**src/rtl/dic_pkg.sv**
```systemverilog
package dic_pkg;

  typedef enum logic {
    ST_IDLE,
    ST_CASC
  } ackState_t;

  // Strobes from control to datapath; at most one is high per cycle.
  typedef struct packed {
    logic takeMaster;
    logic enterCasc;
    logic spurMaster;
    logic takeSlave;
    logic spurSlave;
  } ackStrobe_t;

endpackage

```
**src/rtl/icResolver.sv**
```systemverilog
module icResolver #(
  parameter int LINES = 8,
  localparam int IDX_W = $clog2(LINES)
) (
  input  logic [LINES-1:0] req,
  input  logic [LINES-1:0] mask,
  input  logic [LINES-1:0] inService,
  output logic             valid,
  output logic [IDX_W-1:0] winIdx
);

  logic             reqFound;
  logic             isrFound;
  logic [IDX_W-1:0] reqIdx;
  logic [IDX_W-1:0] isrIdx;

  // Downward scan so the lowest index (highest priority) is kept last.
  always_comb begin
    reqFound = 1'b0;
    isrFound = 1'b0;
    reqIdx   = '0;
    isrIdx   = '0;
    for (int i = LINES - 1; i >= 0; i--) begin
      if (req[i] && !mask[i]) begin
        reqFound = 1'b1;
        reqIdx   = IDX_W'(i);
      end
      if (inService[i]) begin
        isrFound = 1'b1;
        isrIdx   = IDX_W'(i);
      end
    end
  end

  assign valid  = reqFound && (!isrFound || (reqIdx < isrIdx));
  assign winIdx = reqIdx;

endmodule

```
**src/rtl/icDatapath.sv**
```systemverilog
module icDatapath import dic_pkg::*; #(
  parameter int LINES     = 8,
  parameter int VEC_W     = 8,
  parameter int CASC_LINE = 2,
  localparam int IDX_W    = $clog2(LINES),
  localparam int LINE_W   = IDX_W + 1
) (
  input  logic               clk,
  input  logic               rstN,
  input  logic [2*LINES-1:0] reqIn,
  input  logic               maskWe,
  input  logic               maskSel,
  input  logic [LINES-1:0]   maskData,
  input  logic               baseWe,
  input  logic               baseSel,
  input  logic [VEC_W-1:0]   baseData,
  input  logic               eoiStb,
  input  logic               eoiSel,
  input  ackStrobe_t         strobe,
  output logic               masterValid,
  output logic [IDX_W-1:0]   masterIdx,
  output logic               slaveValid,
  output logic [VEC_W-1:0]   vecOut,
  output logic [LINE_W-1:0]  lineOut,
  output logic               vecValid
);

  localparam logic [LINES-1:0] CASC_BIT = LINES'(1) << CASC_LINE;

  logic [2*LINES-1:0] reqPrev;
  logic [LINES-1:0]   irrM, irrS, isrM, isrS, maskM, maskS;
  logic [VEC_W-1:0]   baseM, baseS;
  logic [LINES-1:0]   effMaskM, effMaskS, mReq;
  logic [IDX_W-1:0]   slaveIdx;
  logic [2*LINES-1:0] rise;
  logic [LINES-1:0]   mWinOh, sWinOh, lowIsrM, lowIsrS;
  logic [LINES-1:0]   clrIrrM, clrIrrS, setIsrM, setIsrS, clrIsrM, clrIsrS;

  // A mask write acts in the cycle it is presented.
  assign effMaskM = (maskWe && !maskSel) ? maskData : maskM;
  assign effMaskS = (maskWe &&  maskSel) ? maskData : maskS;

  // Cascade line of the first controller follows the second's winner.
  always_comb begin
    mReq            = irrM;
    mReq[CASC_LINE] = slaveValid;
  end

  icResolver #(.LINES(LINES)) u_resSlave (
    .req(irrS), .mask(effMaskS), .inService(isrS),
    .valid(slaveValid), .winIdx(slaveIdx)
  );

  icResolver #(.LINES(LINES)) u_resMaster (
    .req(mReq), .mask(effMaskM), .inService(isrM),
    .valid(masterValid), .winIdx(masterIdx)
  );

  assign rise    = reqIn & ~reqPrev;
  assign mWinOh  = LINES'(1) << masterIdx;
  assign sWinOh  = LINES'(1) << slaveIdx;
  assign lowIsrM = isrM & (~isrM + LINES'(1));
  assign lowIsrS = isrS & (~isrS + LINES'(1));

  always_comb begin
    clrIrrM = strobe.takeMaster ? mWinOh : '0;
    setIsrM = (strobe.takeMaster || strobe.enterCasc) ? mWinOh : '0;
    clrIrrS = strobe.takeSlave ? sWinOh : '0;
    setIsrS = strobe.takeSlave ? sWinOh : '0;
    clrIsrM = (eoiStb && !eoiSel) ? lowIsrM : '0;
    clrIsrS = (eoiStb &&  eoiSel) ? lowIsrS : '0;
  end

  always_ff @(posedge clk or negedge rstN) begin
    if (!rstN) begin
      reqPrev <= '0;
      irrM    <= '0;
      irrS    <= '0;
      isrM    <= '0;
      isrS    <= '0;
      maskM   <= '0;
      maskS   <= '0;
      baseM   <= '0;
      baseS   <= '0;
    end else begin
      reqPrev <= reqIn;
      irrM    <= (irrM & ~clrIrrM) | (rise[LINES-1:0] & ~CASC_BIT);
      irrS    <= (irrS & ~clrIrrS) | rise[2*LINES-1:LINES];
      isrM    <= (isrM & ~clrIsrM) | setIsrM;
      isrS    <= (isrS & ~clrIsrS) | setIsrS;
      if (maskWe && !maskSel) maskM <= maskData;
      if (maskWe &&  maskSel) maskS <= maskData;
      if (baseWe && !baseSel) baseM <= baseData;
      if (baseWe &&  baseSel) baseS <= baseData;
    end
  end

  always_ff @(posedge clk or negedge rstN) begin
    if (!rstN) begin
      vecOut   <= '0;
      lineOut  <= '0;
      vecValid <= 1'b0;
    end else begin
      vecValid <= strobe.takeMaster || strobe.spurMaster ||
                  strobe.takeSlave  || strobe.spurSlave;
      if (strobe.takeMaster) begin
        vecOut  <= baseM + VEC_W'(masterIdx);
        lineOut <= LINE_W'(masterIdx);
      end else if (strobe.spurMaster) begin
        vecOut  <= baseM + VEC_W'(LINES - 1);
        lineOut <= LINE_W'(LINES - 1);
      end else if (strobe.takeSlave) begin
        vecOut  <= baseS + VEC_W'(slaveIdx);
        lineOut <= LINE_W'(LINES) + LINE_W'(slaveIdx);
      end else if (strobe.spurSlave) begin
        vecOut  <= baseS + VEC_W'(LINES - 1);
        lineOut <= LINE_W'(2 * LINES - 1);
      end
    end
  end

  // the acknowledged line is in service on the following cycle.
  a_r6_isr_set: assert property (@(posedge clk) disable iff (!rstN)
    strobe.takeMaster |=> isrM[$past(masterIdx)]);

  // an answer of the first controller is valid one cycle later.
  a_r6_vec_valid: assert property (@(posedge clk) disable iff (!rstN)
    (strobe.takeMaster || strobe.spurMaster) |=> vecValid);

  // a spurious answer of the first controller leaves in-service state alone.
  a_r9_spur_no_isr: assert property (@(posedge clk) disable iff (!rstN)
    (strobe.spurMaster && !eoiStb) |=> (isrM == $past(isrM)) && (isrS == $past(isrS)));

  // a spurious answer of the second controller sets none of its in-service bits.
  a_r8_spur_slave_no_isr: assert property (@(posedge clk) disable iff (!rstN)
    (strobe.spurSlave && !eoiStb) |=> (isrS == $past(isrS)));

  // end-of-interrupt retires exactly one in-service bit.
  a_r12_eoi_one: assert property (@(posedge clk) disable iff (!rstN)
    (eoiStb && !eoiSel && (|isrM) && !strobe.takeMaster && !strobe.enterCasc)
      |=> ($countones(isrM) == $countones($past(isrM)) - 1));

endmodule

```
**src/rtl/icControl.sv**
```systemverilog
module icControl import dic_pkg::*; #(
  parameter int LINES     = 8,
  parameter int CASC_LINE = 2,
  localparam int IDX_W    = $clog2(LINES)
) (
  input  logic             clk,
  input  logic             rstN,
  input  logic             intAck,
  input  logic             masterValid,
  input  logic [IDX_W-1:0] masterIdx,
  input  logic             slaveValid,
  output ackStrobe_t       strobe
);

  ackState_t state, nextState;

  always_comb begin
    strobe    = '0;
    nextState = state;
    case (state)
      ST_IDLE: begin
        if (intAck) begin
          if (!masterValid) begin
            strobe.spurMaster = 1'b1;
          end else if (masterIdx == IDX_W'(CASC_LINE)) begin
            strobe.enterCasc = 1'b1;
            nextState        = ST_CASC;
          end else begin
            strobe.takeMaster = 1'b1;
          end
        end
      end
      ST_CASC: begin
        if (slaveValid) strobe.takeSlave = 1'b1;
        else            strobe.spurSlave = 1'b1;
        nextState = ST_IDLE;
      end
    endcase
  end

  always_ff @(posedge clk or negedge rstN) begin
    if (!rstN) state <= ST_IDLE;
    else       state <= nextState;
  end

  // only one acknowledge action per cycle.
  a_r7_one_strobe: assert property (@(posedge clk) disable iff (!rstN)
    $onehot0(strobe));

  // the second controller answers in the cycle after the hand-down.
  a_r7_casc_follow: assert property (@(posedge clk) disable iff (!rstN)
    strobe.enterCasc |=> (strobe.takeSlave || strobe.spurSlave));

  // no fresh acknowledge is taken during the hand-down cycle.
  a_r13_no_new_ack: assert property (@(posedge clk) disable iff (!rstN)
    (state == ST_CASC) |-> !(strobe.takeMaster || strobe.spurMaster || strobe.enterCasc));

  // a real answer from the first controller needs a winner there.
  a_r5_take_needs_winner: assert property (@(posedge clk) disable iff (!rstN)
    (strobe.takeMaster || strobe.enterCasc) |-> masterValid);

endmodule

```
**src/rtl/cascaded_intc.sv**
```systemverilog
module cascaded_intc import dic_pkg::*; #(
  parameter int LINES     = 8,
  parameter int VEC_W     = 8,
  parameter int CASC_LINE = 2
) (
  input  logic                   clk,
  input  logic                   rstN,
  input  logic [2*LINES-1:0]     reqIn,
  input  logic                   maskWe,
  input  logic                   maskSel,
  input  logic [LINES-1:0]       maskData,
  input  logic                   baseWe,
  input  logic                   baseSel,
  input  logic [VEC_W-1:0]       baseData,
  input  logic                   eoiStb,
  input  logic                   eoiSel,
  input  logic                   intAck,
  output logic                   cpuInt,
  output logic [VEC_W-1:0]       vecOut,
  output logic                   vecValid,
  output logic [$clog2(LINES):0] lineOut
);

  ackStrobe_t                 strobe;
  logic                       masterValid;
  logic                       slaveValid;
  logic [$clog2(LINES)-1:0]   masterIdx;

  icDatapath #(.LINES(LINES), .VEC_W(VEC_W), .CASC_LINE(CASC_LINE)) u_dp (
    .clk(clk), .rstN(rstN), .reqIn(reqIn),
    .maskWe(maskWe), .maskSel(maskSel), .maskData(maskData),
    .baseWe(baseWe), .baseSel(baseSel), .baseData(baseData),
    .eoiStb(eoiStb), .eoiSel(eoiSel), .strobe(strobe),
    .masterValid(masterValid), .masterIdx(masterIdx), .slaveValid(slaveValid),
    .vecOut(vecOut), .lineOut(lineOut), .vecValid(vecValid)
  );

  icControl #(.LINES(LINES), .CASC_LINE(CASC_LINE)) u_ctl (
    .clk(clk), .rstN(rstN), .intAck(intAck),
    .masterValid(masterValid), .masterIdx(masterIdx), .slaveValid(slaveValid),
    .strobe(strobe)
  );

  assign cpuInt = masterValid;

endmodule

```
**config.mk**
```make
export PLATFORM = sky130hd
export DESIGN_NAME = cascaded_intc
export DESIGN_NICKNAME = d
export VERILOG_FILES = /design/src/rtl/dic_pkg.sv /design/src/rtl/icResolver.sv /design/src/rtl/icDatapath.sv /design/src/rtl/icControl.sv /design/src/rtl/cascaded_intc.sv
export SDC_FILE = /design/constraint.sdc
export NUM_CORES = 1
export LEC_CHECK = 0
export BUFFER_PORTS_ARGS = -buffer_cell sky130_fd_sc_hd__buf_4
export CORE_ASPECT_RATIO = 1.5
export CORE_UTILIZATION = 53
export DETAILED_ROUTE_END_ITERATION = 8
export PLACE_DENSITY = 0.76
export SLEW_MARGIN = 0
export SYNTH_ARGS = -nofsm -noshare
export SYNTH_HDL_FRONTEND = slang
export SYNTH_SLANG_ARGS = --single-unit
```
**constraint.sdc**
```tcl
create_clock -name clk -period 6.3 [get_ports clk]
set_input_delay 1.575 -clock clk [delete_from_list [all_inputs] [get_ports clk]]
set_output_delay 1.575 -clock clk [all_outputs]
set_load 0.02 [all_outputs]
```
==> summary.md, run 1 <==
| Metric | Value |
|---|---|
| Worst r2r src | u_dp.isrS[2] |
| Sw power | 0.00119 W |
| Fin. Hold Viols | 0 |
| Yosys Warn Count | 0 |
| Largest net degree at the start of global routing | 59 |
| Final GP Congestion | 0.902 |
| Syn avg cell area | 9.58 µm² |
| Final std cells w/o fill | 730 |
| Hold path cells | 1 |
| Final Max Tran Viols | 0 |
| Number of DRC markers in iteration 0 | 206 |
| Tightest Pin Transition | 0.764 ns |
| Post-DRT Antenna Nets | 0 |
| Slowest-stage cell, CP | a311oi_4 |
| Via density | 5.82 |
| DR WL/cell | about 17 µm |
| Worst setup path class | in2out |
| Hpwl dp | 9150 µm |
| Register area share after synthesis | a little under half |
| DRC viols | 0 |
| Switching share of power | 40.3% |
| HP Class | reg2reg |
| Util after Layout | 71.0% |
| Asr flop ratio synth | 100% |
| Max Freq | between 150 and 200 MHz |
| Clock transition at path regs | approximately 0.07 ns |
| Synth area leader | dfrtp_1 |
| RSZ-0062 raised after global routing | yes |
| Final setup violation count | 1 |
| Fillers | 656 |
| Cell chain of the critical path | buf_8 -> and3_4 -> a21o_1 -> or2_4 -> nand2_4 -> nor3_4 -> ha_1 -> o21ai_2 -> a311oi_4 -> a21oi_4 -> o21ai_4 -> inv_2 -> ha_4 -> o21ai_2 -> a32oi_2 -> nand2_1 -> a31oi_2 -> nor2_2 -> or2_4 -> buf_6 |
| Crit-path max cell delay | approximately 0.35 ns |
| Part of the power in combinational logic | between 50 and 60% |
| Worst setup margin | -0.0858 ns |
| CP Capture Type | output port |
| Worst skew pair latency | 0.35 ns |
| Initial antenna violation count | 0 |
| Worst R2R End | u_dp.lineOut[0] |
| Clock sinks | slightly above 90 |
| TritonCTS Buffers | 9 |
| Slew HR | 49.0% |
| Final worst path period share | 101% |
| Standard-cell rows | 42 |
| FF-to-FF path depth | 20 |
| EDFF count, synth | 0 |
| PwrDens | 468 nW/µm² |
| WHS Endpoint | u_dp.irrS[5] |
| CTS Buffer Depth | 2 |
| Fin Hold WS | 0.418 ns |
| Clock share of power | 19.3% |
| Die W | 80.2 µm |
| Min-delay src | u_dp.reqPrev[13] |
| CTS tree | done |
| Violated checks | negative setup slack |
| #FFs+latches synth | 92 |
| Cell count after placement | 700 |
| Critical Path Fanout Max | 10 |
| Cell Int Power | 0.00176 W |
| Root Buffer | clkbuf_16 |
| Full die area | 9560 µm² |
| P_leak | 3.03 nW |
| Total Wirelength | 12,600 µm |
| Gr usage total | between 20% and 30% |
| Core region area | roughly 8900 µm² |
| First-pass DRT Iterations | 4 |
| Mapped Area | slightly below 5000 µm² |
| Initial Utilization | a little over half |
| Synth cell types | 63 |
| H-tree Lvls | 3 |
| Post-CTS Hold Buffers | 0 |
| Syn Nets | 560 |
| Status | finished with violations |
| Post-synth top area share | 47.4% |
| Multi-input logic area | roughly 2500 µm² |
| Nets | approximately 670 |
| Crit path time final | 6.39 ns |
| Worst Path Required | ~4.7 ns |
| First-pass GRT wire length | 20,800 µm |
| CP Launch Type | primary input |
| Crit path from | maskWe |
| Critical path arrival | approximately 4.8 ns |
| Mapped Cells | 507 |
| MaxCap Viol Count | 0 |
| Vias in the first global route | 4,482 |
| Main synth FF type | dfrtp_1 |
| Antenna cells | 0 |
| Synth area leaders | dfrtp_1 47%, nand2_1 4.6%, o21ai_0 4.0% |
| Peak supply drop | 0.000423 V |
| Fin Clk Skew | 0.00814 ns |
| Vias | 4,251 |
| Die H | around 120 µm |
| P&R area growth vs syn | 29.8% |
| R2R setup slack | 1.73 ns |
| Register Area | 2300 µm² |
| Share of cells above drive strength 1 | between 20 and 30% |
| I/O Buffers | between 50 and 60 |
| Io pins | 55 |
| Sequential Power Share | 28.7% |
| Grt ovf | 0 |
## worst max-delay path by stage
stage                   to  slack, ns  depth (start not counted)
global route        cpuInt      -0.24                         19
CTS                 cpuInt      -0.06                         20
global placement    cpuInt      -0.29                         18
floorplan           cpuInt      -0.05                         20
detailed placement  cpuInt      -0.34                         18
finish              cpuInt      -0.09                         20
## routing by layer
metal  vias up  track usage (%)  part of all wire [%]
met3        37             5.82                   3.8
met2       128             52.0                    54
li1       2006                -                     -
met4         0             15.2                   3.8
met1      2080             31.0                    38
met5         -                0                     0
## Yosys cell counts (2+ instances only)
library cell,instances
nand2b_1,8
and2_1,8
ha_1,10
o21a_1,2
mux2_2,14
a22o_1,9
clkbuf_1,9
a21oi_1,17
o21ai_1,4
xnor2_1,6
a221oi_1,4
dfrtp_1,92
xor2_1,4
nand2_1,59
and3_1,11
a211oi_1,7
a21o_1,12
o31ai_1,6
o21ai_0,39
nand4_1,5
nor4_1,4
o211ai_1,11
a211oi_2,5
or3_1,6
nor3_1,8
o311a_1,2
or3b_1,2
fa_1,2
or2_2,4
nand3_1,8
nor2_1,28
inv_1,49
o41ai_1,4
buf_2,3
nand3b_1,9
nor2b_1,9
## critical path, delay by kind of cell
family,cells,cell delay [ns]
AOI/OAI and AO/OA,8,1.34
adders and majority gates,2,0.56
buffers and inverters,3,0.32
and+or+nand+nor,7,1.01
## registers in the layout, indices dropped and copies added, names as in the netlist
name	flops
u_dp.irrS	8
u_dp.baseS	8
u_dp.vecValid	1
u_dp.vecOut	8
u_dp.irrM	7
u_dp.maskS	8
u_dp.isrS	8
u_ctl.state	1
u_dp.lineOut	4
u_dp.reqPrev	15
u_dp.isrM	8
u_dp.maskM	8
u_dp.baseM	8
## layout make-up
class | instances | area share (%)
timing repair buffer | 110 | 13.9
multi-input combinational | 352 | 39.4
inverter | 50 | 2.98
clock inverter | 5 | 1.07
clock buffer | 11 | 4.01
sequential | 92 | 36.5
tap | 110 | 2.18
## placed cells by master, fill, tap and decap left out, drive strengths merged, types with 6 or more instances in the layout
cell      n
and2      8
a211oi   12
mux2     14
nor3      9
o211ai   11
o21ai    45
inv      52
nor2b     9
nand2b    8
o31ai     7
a22o      9
and3     11
ha       10
a21o     12
buf     110
nor2     28
clkbuf   11
nand3     8
a21oi    18
or3       6
dfrtp    92
nand3b    9
nand2    60
xnor2     6
## timing repair
item	CTS	global route
hold endpoints to repair	0	0
pin swaps	19	12
setup buffers	9	4
gates resized for setup	22	7
cloned	1	0
setup endpoints to repair	1	1
## power by group through the flow
stage          Sequential (W)  Clock [W]  Combinational (W)
2_1_floorplan        0.000852          0           0.000889
3_3_place_gp         0.000843          0            0.00130
3_5_place_dp         0.000849          0            0.00135
4_1_cts              0.000841   0.000581            0.00146
5_1_grt              0.000862   0.000602            0.00166
6_report             0.000846   0.000569            0.00153
## cell families (layout without fill, tap and decap cells)
| group | Yosys count | after routing | share of synthesized area, % |
|---|---|---|---|
| AO/OA/AOI/OAI | 139 | 139 | 20.5 |
| XOR/XNOR | 10 | 10 | 1.80 |
| adder cells (fa/ha/maj) | 12 | 12 | 3.40 |
| buffers and inverters | 63 | 176 | 5.10 |
| flip-flops | 92 | 92 | 47.4 |
| multiplexers | 15 | 15 | 3.45 |
| AND/OR/NAND/NOR | 176 | 176 | 18.3 |
## per-stage QoR
| stage | TNS [ns] | setup WS (ns) | total power, W | instance area (µm²) |
|---|---|---|---|---|
| finish | -0.0858 | -0.0858 | 0.00295 | 6300 |
| global route | -0.240 | -0.240 | 0.00313 | 6300 |
| CTS | -0.0622 | -0.0622 | 0.00288 | 6240 |
| detailed placement | -0.342 | -0.342 | 0.00220 | 5720 |
| global placement | -0.287 | -0.287 | 0.00214 | 5720 |
| floorplan | -0.0455 | -0.0455 | 0.00174 | 4960 |
No activity file was read; power rests on OpenSTA's default activity.
==> run 2, diff against run 1 <==
--- a/config.mk
+++ b/config.mk
@@ -9,6 +9,7 @@
 export CORE_ASPECT_RATIO = 1.5
 export CORE_UTILIZATION = 53
 export DETAILED_ROUTE_END_ITERATION = 8
+export GPL_TIMING_DRIVEN = 0
 export PLACE_DENSITY = 0.76
 export SLEW_MARGIN = 0
 export SYNTH_ARGS = -nofsm -noshare
==> run 2 against run 1 <==
  * The run still ends with negative setup slack left
  * Clock skew shrank 0.0012 ns
  * Sequential power shrank 2%
  * Sequential share of layout area grew 1.4 points
  * Flip-flop and latch count is the same
  * Die area is the same
  * Highest routed layer unchanged
  * Critical endpoint unchanged
  * Via count shrank 3.6%
==> summary.md, run 2 (synthesized netlist as in run 1, its figures left out) <==
| Metric | Value |
|---|---|
| Fillers | just under 700 |
| DR WL/cell | 17.0 µm |
| Max Freq | 152 MHz |
| Die H | 119 µm |
| Critical Path Fanout Max | 9 |
| Standard-cell rows | 42 |
| Number of DRC markers in iteration 0 | about 240 |
| Via density | 5.81 |
| Worst r2r src | u_dp.isrS[2] |
| Cell chain of the critical path | buf_12 -> buf_8 -> and3_4 -> a21o_1 -> or2_4 -> nand2_4 -> nor3_4 -> ha_4 -> o21ai_4 -> a311oi_4 -> a21oi_4 -> o21ai_4 -> inv_2 -> ha_4 -> a211oi_2 -> o21ai_1 -> o21ai_2 -> inv_1 -> a211oi_2 -> or2_4 -> buf_6 |
| RSZ-0062 raised after global routing | yes |
| Total negative slack | -0.262 ns |
| Final setup violation count | 1 |
| Fin Hold WS | 0.427 ns |
| Switching share of power | 40.9% |
| Crit-path max cell delay | 0.36 ns |
| First-pass DRT Iterations | 4 |
| DRC viols | 0 |
| Clock sinks | slightly above 90 |
| Nets | 644 |
| Vias | a little over 4,000 |
| Final worst path period share | 104% |
| Root Buffer | clkbuf_16 |
| H-tree Lvls | 3 |
| Part of the power in combinational logic | about 52% |
| Pre-CTS setup slack | -0.766 ns |
| Tot Pwr | 0.00288 W |
| Initial antenna violation count | 0 |
| Die W | around 80 µm |
| Crit path time final | about 6.6 ns |
| Peak supply drop | 0.000444 V |
| Commonest cells after routing, fill and taps aside | 92 x dfrtp_1, 71 x buf_4, 58 x nand2_1 |
| Worst Path Required | 4.72 ns |
| CP Capture Type | output port |
| Sw power | 0.00118 W |
| Worst skew pair latency | between 0.3 and 0.4 ns |
| Crit path from | maskSel |
| Full die area | 9560 µm² |
| Max reg flops | 15 |
| PwrDens | ~470 nW/µm² |
| Worst setup path class | in2out |
| Final GP Congestion | 0.912 |
| Violated checks | negative setup slack |
| Critical path arrival | 4.99 ns |
| Share of cells above drive strength 1 | 23.8% |
| Register Area | 2300 µm² |
| Status | finished with violations |
| Cell Int Power | 0.00170 W |
| Antenna cells | 0 |
| Biggest register | u_dp.reqPrev |
| TritonCTS Buffers | 9 |
| Grt ovf | 0 |
| Largest net degree at the start of global routing | between 90 and 100 |
| I/O Buffers | 53 |
| Min-delay src | u_dp.reqPrev[9] |
| Slew HR | 24.4% |
| Clock share of power | 18.9% |
| Core region area | 8880 µm² |
| Fin Clk Skew | 0.00689 ns |
| CTS tree | done |
| P&R area growth vs syn | 25.0% |
| Hpwl dp | slightly below 9000 µm |
| Total Wirelength | 12,000 µm |
| Vias in the first global route | 4,240 |
| Gr usage total | 27.3% |
| MaxCap Viol Count | 0 |
| Io pins | 55 |
| CP Launch Type | primary input |
| Fin. Hold Viols | 0 |
| Initial Utilization | 54.7% |
| Post-DRT Antenna Nets | 0 |
| First-pass GRT wire length | 19,800 µm |
| Multi-input logic area | 2480 µm² |
| Sequential Power Share | 28.8% |
| HP Class | reg2reg |
| Final Max Tran Viols | 0 |
| Slowest-stage cell, CP | a311oi_4 |
| CTS Buffer Depth | 2 |
| Most common cell after layout, fill and taps aside | dfrtp_1 |
| Clock transition at path regs | 0.06 ns |
| Tightest Pin Transition | 1.13 ns |
| P_leak | between 2 and 3 nW |
| Worst setup margin | -0.262 ns |
[run 2: cell count changes in the layout (fill, tap and decap cells not counted), sizes merged]
cell / change
buf: -31
clkinv: -1
clkinvlp: +2
clkbuf: +6
[run 2: routing by layer]
layer	vias to the layer above	global-route usage (%)	wire length, µm
met5	-	0	0
met4	0	15.4	520
met3	42	4.37	415
met2	111	47.5	6350
met1	1977	31.0	4720
li1	1969	-	-
[run 2: worst max-delay path, delay by kind of cell]
kind	cells	cell delay (ns)
AND/OR/NAND/NOR	5	0.75
buffers and inverters	5	0.51
AO/OA/AOI/OAI	9	1.68
adder cells (fa/ha/maj)	2	0.46
[run 2: final timing paths]
check / cells after the start / endpoint / slack (ns)
min in group asynchronous: 1 / u_dp.reqPrev[6] / 1.44
max in group asynchronous: 1 / u_dp.isrS[6] / 4.13
setup reg to reg: 21 / u_dp.vecOut[6] / 1.76
setup / recovery: 21 / cpuInt / -0.26
hold reg to reg: 1 / u_dp.irrS[1] / 0.43
hold / removal: 1 / u_dp.irrS[1] / 0.43
[run 2: final cells by class]
type / count / share of cell area [%]
plain buffers: 12 / 1.28
clock buffers: 10 / 3.77
well taps: 110 / 2.27
flip-flops and latches: 92 / 37.9
multi-input cells: 352 / 40.9
repair buffers: 74 / 9.62
inverters: 50 / 3.09
clock inverters: 6 / 1.17
[run 2: repair_timing]
action	4_1_cts	5_1_grt
gates resized for setup	16	11
setup buffers	14	7
gates cloned	0	0
setup endpoints to repair	1	1
hold buffers	0	0
pin swaps	12	14
[run 2: metrics by stage]
step	area, µm²	std cells	util [%]
2_1_floorplan	4960	507	-
3_3_place_gp	5490	670	61.8
3_5_place_dp	5490	670	61.8
4_1_cts	5980	700	67.3
5_1_grt	6070	706	68.4
6_report	6070	706	68.4
[run 2: power by group through the flow]
stage               clock [W]  combinational, W  sequential, W
floorplan                   0          0.000889       0.000852
global placement            0           0.00125       0.000827
detailed placement          0           0.00128       0.000833
CTS                  0.000553           0.00143       0.000824
global route         0.000580           0.00164       0.000842
finish               0.000544           0.00150       0.000828
